==> config.mk <==
export PLATFORM = sky130hd
export DESIGN_NAME = updown_timebase
export DESIGN_NICKNAME = d
export VERILOG_FILES = /design/src/rtl/tbase_pkg.sv /design/src/rtl/tbase_period.sv /design/src/rtl/tbase_counter.sv /design/src/rtl/tbase_events.sv /design/src/rtl/updown_timebase.sv
export SDC_FILE = /design/constraint.sdc
export NUM_CORES = 1
export LEC_CHECK = 0
export ABC_CLOCK_PERIOD_IN_PS = 3280
export BUFFER_PORTS_ARGS = -buffer_cell sky130_fd_sc_hd__buf_2
export CELL_PAD_IN_SITES_DETAIL_PLACEMENT = 1
export CELL_PAD_IN_SITES_GLOBAL_PLACEMENT = 2
export CORE_MARGIN = 2
export CORE_UTILIZATION = 32
export CTS_CLUSTER_DIAMETER = 30
export DETAILED_ROUTE_END_ITERATION = 16
export PLACE_DENSITY_LB_ADDON = 0.1
export SLEW_MARGIN = 20
export SYNTH_ARGS = -nofsm -noshare
export SYNTH_HDL_FRONTEND = slang
export SYNTH_SLANG_ARGS = --single-unit
export TNS_END_PERCENT = 1
==> constraint.sdc <==
create_clock -name clk -period 3.28 [get_ports clk]
set_input_delay 0.82 -clock clk [delete_from_list [all_inputs] [get_ports clk]]
set_output_delay 0.82 -clock clk [all_outputs]
set_load 0.03 [all_outputs]
==> src/rtl/tbase_pkg.sv <==
package tbase_pkg;

  typedef enum logic {
    DIR_DOWN = 1'b0,
    DIR_UP   = 1'b1
  } tb_dir_e;

  typedef enum logic {
    SO_PASS = 1'b0,
    SO_ZERO = 1'b1
  } so_sel_e;

endpackage

==> src/rtl/tbase_period.sv <==
module tbase_period #(
  parameter int unsigned CNT_W    = 16,
  parameter int unsigned PRD_INIT = 0
) (
  input  logic             clk,
  input  logic             rst_n,
  input  logic             shadow_en,
  input  logic             wr,
  input  logic [CNT_W-1:0] wdata,
  input  logic             at_zero,
  output logic [CNT_W-1:0] active_prd
);

  localparam logic [CNT_W-1:0] RST_VAL = CNT_W'(PRD_INIT);

  logic [CNT_W-1:0] shadow_q, shadow_d;
  logic [CNT_W-1:0] active_q, active_d;
  logic             shadow_ce, active_ce;

  always_comb begin
    shadow_d  = shadow_q;
    active_d  = active_q;
    shadow_ce = 1'b0;
    active_ce = 1'b0;
    if (wr) begin
      shadow_d  = wdata;
      shadow_ce = 1'b1;
    end
    if (!shadow_en && wr) begin
      active_d  = wdata;
      active_ce = 1'b1;
    end else if (shadow_en && at_zero) begin
      active_d  = shadow_q;
      active_ce = 1'b1;
    end
  end

  always_ff @(posedge clk or negedge rst_n) begin
    if (!rst_n) begin
      shadow_q <= RST_VAL;
    end else if (shadow_ce) begin
      shadow_q <= shadow_d;
    end
  end

  always_ff @(posedge clk or negedge rst_n) begin
    if (!rst_n) begin
      active_q <= RST_VAL;
    end else if (active_ce) begin
      active_q <= active_d;
    end
  end

  assign active_prd = active_q;

  AST_IMM_PRD_WRITE: assert property (@(posedge clk) disable iff (!rst_n)
    (!shadow_en && wr) |=> (active_q == $past(wdata)));

  AST_SHADOW_HOLD: assert property (@(posedge clk) disable iff (!rst_n)
    (shadow_en && !at_zero) |=> $stable(active_q));

endmodule

==> src/rtl/tbase_counter.sv <==
module tbase_counter
  import tbase_pkg::*;
#(
  parameter int unsigned CNT_W = 16
) (
  input  logic             clk,
  input  logic             rst_n,
  input  logic [CNT_W-1:0] active_prd,
  input  logic             cnt_wr,
  input  logic [CNT_W-1:0] cnt_wdata,
  input  logic             sync_load,
  input  logic [CNT_W-1:0] phase_val,
  input  logic             phase_dir_up,
  output logic [CNT_W-1:0] cnt,
  output logic             dir_up
);

  localparam logic [CNT_W-1:0] ZERO = '0;
  localparam logic [CNT_W-1:0] ONE  = CNT_W'(1);

  logic [CNT_W-1:0] cnt_q, cnt_d;
  tb_dir_e          dir_q, dir_d;
  logic             cnt_ce;
  logic             run;

  assign run = (active_prd != ZERO);

  always_comb begin
    cnt_d  = cnt_q;
    dir_d  = dir_q;
    cnt_ce = 1'b1;
    if (sync_load) begin
      cnt_d = phase_val;
      dir_d = phase_dir_up ? DIR_UP : DIR_DOWN;
    end else if (cnt_wr) begin
      cnt_d = cnt_wdata;
    end else if (!run) begin
      cnt_d  = ZERO;
      cnt_ce = (cnt_q != ZERO);
    end else if (dir_q == DIR_UP) begin
      if (cnt_q >= active_prd) begin
        cnt_d = cnt_q - ONE;
        dir_d = DIR_DOWN;
      end else begin
        cnt_d = cnt_q + ONE;
      end
    end else begin
      if (cnt_q == ZERO) begin
        cnt_d = ONE;
        dir_d = DIR_UP;
      end else begin
        cnt_d = cnt_q - ONE;
      end
    end
  end

  always_ff @(posedge clk or negedge rst_n) begin
    if (!rst_n) begin
      cnt_q <= ZERO;
      dir_q <= DIR_UP;
    end else if (cnt_ce) begin
      cnt_q <= cnt_d;
      dir_q <= dir_d;
    end
  end

  assign cnt    = cnt_q;
  assign dir_up = (dir_q == DIR_UP);

  AST_TURN_AT_PEAK: assert property (@(posedge clk) disable iff (!rst_n)
    (!sync_load && !cnt_wr && dir_q == DIR_UP && run && cnt_q == active_prd)
    |=> (cnt_q == $past(cnt_q) - ONE && dir_q == DIR_DOWN));

  AST_TURN_AT_ZERO: assert property (@(posedge clk) disable iff (!rst_n)
    (!sync_load && !cnt_wr && dir_q == DIR_DOWN && run && cnt_q == ZERO)
    |=> (cnt_q == ONE && dir_q == DIR_UP));

  AST_CNT_WRITE: assert property (@(posedge clk) disable iff (!rst_n)
    (cnt_wr && !sync_load)
    |=> (cnt_q == $past(cnt_wdata) && dir_q == $past(dir_q)));

  AST_SYNC_LOAD: assert property (@(posedge clk) disable iff (!rst_n)
    sync_load
    |=> (cnt_q == $past(phase_val) && dir_up == $past(phase_dir_up)));

endmodule

==> src/rtl/tbase_events.sv <==
module tbase_events
  import tbase_pkg::*;
#(
  parameter int unsigned CNT_W = 16
) (
  input  logic             clk,
  input  logic             rst_n,
  input  logic [CNT_W-1:0] cnt,
  input  logic [CNT_W-1:0] active_prd,
  input  logic             sync_in,
  input  logic             sync_out_sel,
  output logic             zero_stb,
  output logic             prd_stb,
  output logic             sync_out
);

  so_sel_e sel;

  assign sel      = so_sel_e'(sync_out_sel);
  assign zero_stb = (cnt == '0);
  assign prd_stb  = (cnt == active_prd);

  always_comb begin
    unique case (sel)
      SO_PASS: sync_out = sync_in;
      SO_ZERO: sync_out = zero_stb;
      default: sync_out = 1'b0;
    endcase
  end

  AST_ZERO_PULSE_ONE_CLK: assert property (@(posedge clk) disable iff (!rst_n)
    (sel == SO_ZERO && sync_out && active_prd != '0 && $stable(active_prd))
    |=> !sync_out);

endmodule

==> src/rtl/updown_timebase.sv <==
module updown_timebase #(
  parameter int unsigned CNT_W    = 16,
  parameter int unsigned PRD_INIT = 0
) (
  input  logic             clk,
  input  logic             rst_n,
  input  logic             prd_shadow_en,
  input  logic             prd_wr,
  input  logic [CNT_W-1:0] prd_wdata,
  input  logic             cnt_wr,
  input  logic [CNT_W-1:0] cnt_wdata,
  input  logic             phase_en,
  input  logic [CNT_W-1:0] phase_val,
  input  logic             phase_dir_up,
  input  logic             sync_in,
  input  logic             sync_out_sel,
  output logic [CNT_W-1:0] cnt_out,
  output logic             dir_up,
  output logic             zero_stb,
  output logic             prd_stb,
  output logic             sync_out
);

  logic [CNT_W-1:0] active_prd;
  logic [CNT_W-1:0] cnt;
  logic             sync_load;
  logic             at_zero;

  assign sync_load = sync_in && phase_en;

  tbase_period #(
    .CNT_W   (CNT_W),
    .PRD_INIT(PRD_INIT)
  ) u_period (
    .clk       (clk),
    .rst_n     (rst_n),
    .shadow_en (prd_shadow_en),
    .wr        (prd_wr),
    .wdata     (prd_wdata),
    .at_zero   (at_zero),
    .active_prd(active_prd)
  );

  tbase_counter #(
    .CNT_W(CNT_W)
  ) u_counter (
    .clk         (clk),
    .rst_n       (rst_n),
    .active_prd  (active_prd),
    .cnt_wr      (cnt_wr),
    .cnt_wdata   (cnt_wdata),
    .sync_load   (sync_load),
    .phase_val   (phase_val),
    .phase_dir_up(phase_dir_up),
    .cnt         (cnt),
    .dir_up      (dir_up)
  );

  tbase_events #(
    .CNT_W(CNT_W)
  ) u_events (
    .clk         (clk),
    .rst_n       (rst_n),
    .cnt         (cnt),
    .active_prd  (active_prd),
    .sync_in     (sync_in),
    .sync_out_sel(sync_out_sel),
    .zero_stb    (at_zero),
    .prd_stb     (prd_stb),
    .sync_out    (sync_out)
  );

  assign zero_stb = at_zero;
  assign cnt_out  = cnt;

  AST_SYNC_IGNORED: assert property (@(posedge clk) disable iff (!rst_n)
    (sync_in && !phase_en && !cnt_wr && active_prd != '0 && cnt != '0 && cnt < active_prd)
    |=> (cnt != $past(cnt) && (cnt == $past(cnt) + 1'b1 || cnt == $past(cnt) - 1'b1)));

endmodule

* Word-level counts from Yosys, hierarchy flattened
Cells that the tools add are included.
Widths: inputs -> output; s select.
** Cells by class
- Add/subtract/negate cells :: 2
- $lt $le $gt $ge :: 1
- Eq/ne operators :: 2
- Muxes and demuxes :: 22
- Bitwise logic cells :: 1
- Reductions and logical operators :: 12
** Operator list (number)
- $mux 16 :: 8
- $reduce_bool 16->1 :: 2
- $add 16x1->16 const B :: 1
- $eq 16x16->1 :: 1
- $ge 16x16->1 :: 1
- $logic_not 16->1 :: 1
- $sub 16x1->16 const B :: 1
- $mux 1 :: 13
- $reduce_and 2->1 :: 2
- $reduce_bool 2->1 :: 2
- $logic_and 1x1->1 :: 3
- $reduce_and 3->1 :: 1
- $ne 2x1->1 const B :: 1
- $pmux 1 s2 :: 1
- $logic_not 1->1 :: 1
- $not 1->1 :: 1
** Word-level totals
- Register bits after elaboration :: 49
- Word-level logic and storage cells :: 44

* Logic depth before layout (Yosys ltp)
Gate-level depths: netlist of run 1.
- Depth in word-level cells :: 6
- Depth in mapped cells :: 10
- Depth with buffers taken out :: 9

* Modules after synthesis
Synthesis of run 1 repeated with hierarchy kept, for this count alone.
** Unflattened totals
- Cells, all modules :: 351
- Area, all modules :: 3688.5 um^2
** By module, submodules not included
- tbase_counter :: times used 1, cells an instance 219, area each 1853.0 um^2
- tbase_period :: times used 1, cells an instance 104, area each 1612.8 um^2
- tbase_events :: times used 1, cells an instance 27, area each 216.5 um^2
- updown_timebase :: times used 1, cells an instance 1, area each 6.3 um^2

* Worst setup path after synthesis of run 1
OpenSTA, ideal clock, no wires.
- Kind :: register -> output
- Start :: register u_counter.cnt_q[11] (netlist: u_counter.cnt[11])
- End :: output port sync_out
- Arrival time :: 2.140 ns
- Data required time :: 2.460 ns
- Path slack :: 0.320 ns
- Stages on the path, launching flop included :: 7
- Cells stage by stage :: dfrtp_1 -> buf_2 -> or4_1 -> nor4_1 -> nand2_1 -> inv_1 -> mux2_2
** Between the ends
- Cells in the longest elaborated chain, start to end :: 2
** Ends and longest elaborated chain
- start, declared :: line tbase_counter.sv:21 : logic [CNT_W-1:0] cnt_q, cnt_d;
- start signal, assigned :: line tbase_counter.sv:62 : cnt_q <= cnt_d;
- $logic_not 16->1 :: line tbase_events.sv:20 : assign zero_stb = (cnt == '0);
- net zero_stb :: line updown_timebase.sv:19 : output logic zero_stb,
- $pmux 1 s2 :: line tbase_events.sv:24 : unique case (sel)
- end, declared :: line updown_timebase.sv:21 : output logic sync_out
The timed path passes the listed nets, and every way through them passes these cells.

* Worst setup path after layout of run 1
- Start :: register u_counter.cnt_q[12] (netlist: u_counter.cnt[12])
- End :: output port sync_out
** Between the ends
- Cells in the longest elaborated chain, start to end :: 2
** Ends and longest elaborated chain (line)
- $logic_not 16->1 :: tbase_events.sv:20
- $pmux 1 s2 :: tbase_events.sv:24
Every way passes these cells.

==> results.ini, run 1 <==
[status]
outcome=finished, final reports clean

[clocking]
holdBufCountCts=0
cts.sinks=49
htree_levels=2
clk_latency_ps=310
post-cts-setup-buffers=0
post_cts_resized=0
cts_buffers=5
cts_root_buffer=clkbuf_8
clk_path_buf_depth=2
clk_pin_slew_ps=100
cts_tree=built

[worst_setup_path]
crit_path_end_kind=output port
reg2reg_slack_ps=520
startpoint_type=flip-flop
criticalPathCategory=flip-flop to output port
cp_max_fo=8
crit_arrival_ps=2310
cp.required_ps=2460

[logic_synthesis]
synth_cells=391
synthTopCellsByArea=dfrtp_1 35%, ha_1 7.0%, mux2_2 5.6%, o21ai_0 5.1%, mux2i_1 5.0%
syn_nets=467
ys.flop_type=dfrtp_1
synth_top_area_cell=dfrtp_1
ys_ff_latch=49
seq_area_frac_synth_pct=36.08
synthArstFlopShare_pct=100.0
synthesis.area_um2=3402
synth_cell_types=45
ys_warn_count=0
synth-edff-count=0
synthTopCellsByCount=48 x dfrtp_1, 42 x nand2_1, 35 x o21ai_0
yosysMostFrequentCell=dfrtp_1
synth_top_area_share_pct=35.31
syn_area_per_cell_um2=8.701

[place]
gp_congestion=0.7778
pre_cts_ws_ps=465.6
hpwl_um=7812
portBuffers=76
placed_area_um2=3928

[power_and_ir_drop]
ir_drop_mv=0.1659
powerDensity_nw_per_um2=477.3
p_leak_nw=1.909

[floorplanning]
fp.dieH_um=107.1
initial_core_util_pct=32.95
die_x_um=107.1
die-area_um2=11470
rows=37
pin_count=77
core_um2=10320

[timing]
period_needed_ps=3130
clock-skew-final_ps=9.315
fmax_ghz=0.3195
tightest_slew_ps=685.6
period_share_pct=95.44
rsz0062_at_grt=false
setup_tns_ps=0
setup_violations=0
finalWorstSetupSlack_ps=149.6
drv_slew=0
finalHoldViolCount=0
relSlewSlack_pct=54.16

[drt]
vias_per_cell=5.352
routedWlPerCell_um=17.33
vias=3190
drc=0
drt_iter0_markers=108
drt-total-wl_um=10330
final_antenna_net_count=0
firstDrtPassIters=4

[layout]
layout-drive-gt1-share_pct=26.09
nets=535
n_antenna_cell=0
area_growth_pct=18.35
fin_area_um2=4026

[global_routing]
track_usage_pct=18.66
grt_overflow=0
antenna_found_initial=0
grt_pass1_wl_um=16910
grt_start_max_net_pins=37
grt_pass1_vias=3346

[run]
cap_violations=0

[min_path]
hp-class=input port to asynchronous set/reset pin

## area by class of cell
cell class | count | area [µm²]
sequential | 49 | 1229
timing repair buffer | 87 | 462.9
inverter | 20 | 75.07
multi-input combinational | 296 | 2003
fill | 1261 | 6297
tap | 136 | 170.2
clock inverter | 2 | 13.76
clock buffer | 6 | 72.57
## flip-flops by register name, summed over array words and instances, names as in the netlist
register,flops
u_counter.cnt,16
u_counter.dir_up,1
u_period.shadow_q,16
u_period.active_prd,16
## cells by family (layout without fill, tap and decap cells)
family,count (synthesis),after routing,share of synthesized area (%)
flip-flops,49,49,36.08
adder cells (fa/ha/maj),19,19,6.988
buffers and inverters,46,115,5.480
multiplexers,34,34,10.63
XOR/XNOR,14,14,3.604
AND/OR/NAND/NOR,156,156,24.53
AO/OA/AOI/OAI,73,73,12.69
## cell usage in the layout, fill, tap and decap left out, types with 5 or more instances in the layout
| cell type | netlist | routed |
|---|---|---|
| a21oi_1 | 16 | 16 |
| and3_1 | 16 | 16 |
| buf_2 | 5 | 76 |
| buf_4 | 0 | 11 |
| clkbuf_8 | 0 | 5 |
| dfrtp_1 | 48 | 47 |
| ha_1 | 19 | 19 |
| inv_1 | 20 | 20 |
| mux2_2 | 17 | 17 |
| mux2i_1 | 17 | 17 |
| nand2_1 | 42 | 42 |
| nand2b_1 | 5 | 5 |
| nand3_1 | 21 | 21 |
| nand4_1 | 12 | 12 |
| nor2_1 | 14 | 14 |
| nor3_1 | 10 | 10 |
| nor4_1 | 13 | 13 |
| o21ai_0 | 35 | 35 |
| xnor2_1 | 5 | 5 |
| xor2_1 | 9 | 9 |
## power by group
part | internal [mW] | switching, mW
clock | 0.153 | 0.228
combinational | 0.283 | 0.441
sequential | 0.696 | 0.121
total | 1.13 | 0.790
## worst max-delay path: stages (launching register included)
cell     delay, ps
dfrtp_2        490
or4_4          540
nor4_1         270
nand2_1        180
inv_1          170
mux2_2         160
buf_2          180
## routing by layer
layer	track usage (%)	vias up	wire length, µm
li1	-	1548	-
met1	25.81	1563	5031
met2	30.61	71	4761
met3	3.100	8	456
met4	3.896	0	80
met5	0	-	0
## final timing paths
| path | cells after the start | endpoint | from |
|---|---|---|---|
| worst max-delay path | 6 | sync_out | u_counter.cnt[12] |
| worst min-delay path | 1 | u_counter.cnt[9] | rst_n |
| min in group clk | 1 | u_period.shadow_q[1] | u_period.shadow_q[1] |
| worst max register to register | 6 | u_counter.cnt[6] | u_counter.cnt[2] |
| max in group asynchronous | 2 | u_counter.cnt[12] | rst_n |
| worst min register to register | 1 | u_period.shadow_q[1] | u_period.shadow_q[1] |
## stage by stage
stage	cells	util (%)	total power [mW]	hold slack, ps
finish	596	39.00	1.922	418.9
global route	596	39.00	2.074	429.0
CTS	596	38.88	1.953	422.6
detailed placement	588	38.04	1.560	496.0
global placement	588	38.04	1.533	490.1
floorplan	391	-	1.288	471.7
Note: power is estimated with default switching activity, not from simulation.
==> run 2, diff against run 1 <==
Settings changed: CORE_UTILIZATION 32 to 30.
==> run 2 against run 1 <==
Hold slack improved by 23 ps; sequential power fell by 2%; largest cell class unchanged; largest power group unchanged; final cell count rose by 1.7%.
==> results.ini, run 2 (synthesis gave the netlist of run 1 again) <==
[worst_setup_path]
rr_startpoint=u_counter.cnt[14]
crit_path_end_kind=output port
cp.required_ps=2460  ; about the same
reg2reg_slack_ps=550  ; +30 ps
crit_arrival_ps=2300  ; about the same
reg2reg_to=u_counter.cnt[13]
startpoint_type=flip-flop
ff2ff_path_depth=7  ; +1
criticalPathCategory=flip-flop to output port
cp_max_fo=4  ; -4

[clocking]
holdBufCountCts=0  ; unchanged
clk_pin_slew_ps=70  ; -30 ps
cts_root_buffer=clkbuf_16
cts_buffers=5  ; unchanged
htree_levels=2  ; unchanged
clk_latency_ps=290  ; -20 ps
cts.sinks=49  ; unchanged
cts_tree=built
clk_path_buf_depth=2  ; unchanged

[place]
portBuffers=76  ; unchanged
gp_congestion=0.8154  ; +4.8%
hpwl_um=8341  ; +6.8%

[power_and_ir_drop]
swShare_pct=37.47  ; -3.6 points
pwr-share-comb_pct=35.0  ; -2.7 points
ir_drop_mv=0.2538  ; +53%
p_leak_nw=1.976  ; +3.5%
clkPwrFrac_pct=27.9  ; +8.1 points
p_seq_share_pct=37.1  ; -5.4 points
powerDensity_nw_per_um2=520.6  ; +9.1%
p_int_mw=1.354  ; +20%
p_total_mw=2.166  ; +13%
switchingPower_mw=0.8116  ; +2.8%

[drt]
firstDrtPassIters=4  ; unchanged
routedWlPerCell_um=17.83  ; +2.9%
vias=3219  ; +0.91%
drt-total-wl_um=10810  ; +4.6%
vias_per_cell=5.312  ; -0.76%
drc=0  ; unchanged
drt_iter0_markers=116  ; +7.4%
final_antenna_net_count=0  ; unchanged

[timing]
drv_slew=0  ; unchanged
setup_violations=0  ; unchanged
setup_tns_ps=0  ; unchanged
clock-skew-final_ps=5.686  ; -3.629 ps
fmax_ghz=0.3200  ; +0.18%
finalHoldViolCount=0  ; unchanged
period_needed_ps=3125  ; -5.758 ps
rsz0062_at_grt=false
tightest_slew_ps=729.7  ; +44.11 ps
relSlewSlack_pct=51.36  ; -2.8 points
period_share_pct=95.26  ; -0.18 points
whs_ps=441.7  ; +22.83 ps

[layout]
nets=541  ; +1.1%
final_cell_mix=76 x buf_2, 48 x dfrtp_1, 42 x nand2_1
fin_util_pct=38.04  ; -0.96 points
layout-drive-gt1-share_pct=27.04  ; +0.95 points
final_common_cell=buf_2
n_antenna_cell=0  ; unchanged
fill_cells=1353  ; +7.3%
seqCellArea_um2=1227  ; -0.10%
multiInputGateArea_um2=2006  ; +0.12%
area_growth_pct=22.29

[status]
outcome=finished, final reports clean

[global_routing]
grt_overflow=0  ; unchanged
grt_pass1_vias=3528  ; +5.4%
grt_start_max_net_pins=37  ; unchanged
grt_pass1_wl_um=18290  ; +8.2%
track_usage_pct=18.33  ; -0.33 points
antenna_found_initial=0  ; unchanged

[floorplanning]
die_x_um=110.5  ; +3.2%
die-area_um2=12210  ; +6.4%
core_um2=10940  ; +5.9%
initial_core_util_pct=31.11  ; -1.8 points
rows=38  ; +2.7%
pin_count=77  ; unchanged
fp.dieH_um=110.5  ; +3.2%

[run]
cap_violations=0  ; unchanged

[min_path]
hp-class=input port to asynchronous set/reset pin

## run 2: cell type report
class | instances | area share [%]
Clock buffer | 5 | 3.008
Clock inverter | 3 | 1.053
Inverter | 20 | 1.805
Multi-Input combinational cell | 296 | 48.21
Sequential cell | 49 | 29.50
Tap cell | 140 | 4.211
Timing Repair Buffer | 93 | 12.21
## run 2: timing repair
| action | 4_1_cts | 5_1_grt |
|---|---|---|
| resized for setup | 0 | 1 |
| buffers inserted | 0 | 0 |
| setup endpoints to repair | 0 | 1 |
| hold endpoints to repair | 0 | 0 |
## run 2: worst max-delay path by stage
stage | to | startpoint | cells after the start | slack (ps)
floorplan | sync_out | u_counter.cnt[11] | 6 | 320
global placement | sync_out | u_counter.cnt[10] | 6 | 490
detailed placement | sync_out | u_counter.cnt[10] | 6 | 490
CTS | sync_out | u_counter.cnt[10] | 6 | 150
global route | sync_out | u_counter.cnt[10] | 6 | 50
finish | sync_out | u_counter.cnt[10] | 6 | 160
## run 2: per-stage QoR
step	std cells	setup slack (ps)	cell area, µm²
6_report	606	155.4	4160
5_1_grt	606	53.76	4160
3_5_place_dp	598	487.7	3978
4_1_cts	606	153.4	4146
2_1_floorplan	391	319.9	3402
3_3_place_gp	598	493.0	3978
## run 2: worst max-delay path, cell delays in order (launching register included)
cell     delay (ps)
dfrtp_1         380
or4_1           640
nor4_2          300
nand2_1         170
inv_1           170
mux2_2          170
buf_2           190
## run 2: metal layers
metal / vias up / GRT usage, % / wire [µm]
li1: 1564 / - / -
met1: 1585 / 24.57 / 5115
met2: 64 / 31.08 / 5158
met3: 6 / 3.293 / 424
met4: 0 / 3.583 / 108
met5: - / 0 / 0
## run 2: power by group through the flow
stage                     logic, mW  clock network [mW]  registers, mW
after CTS                     0.768               0.626          0.807
after detailed placement      0.766                   0          0.818
after floorplan               0.423                   0          0.865
after global placement        0.746                   0          0.813
after global routing          0.852               0.646          0.823
final                         0.758               0.604          0.804
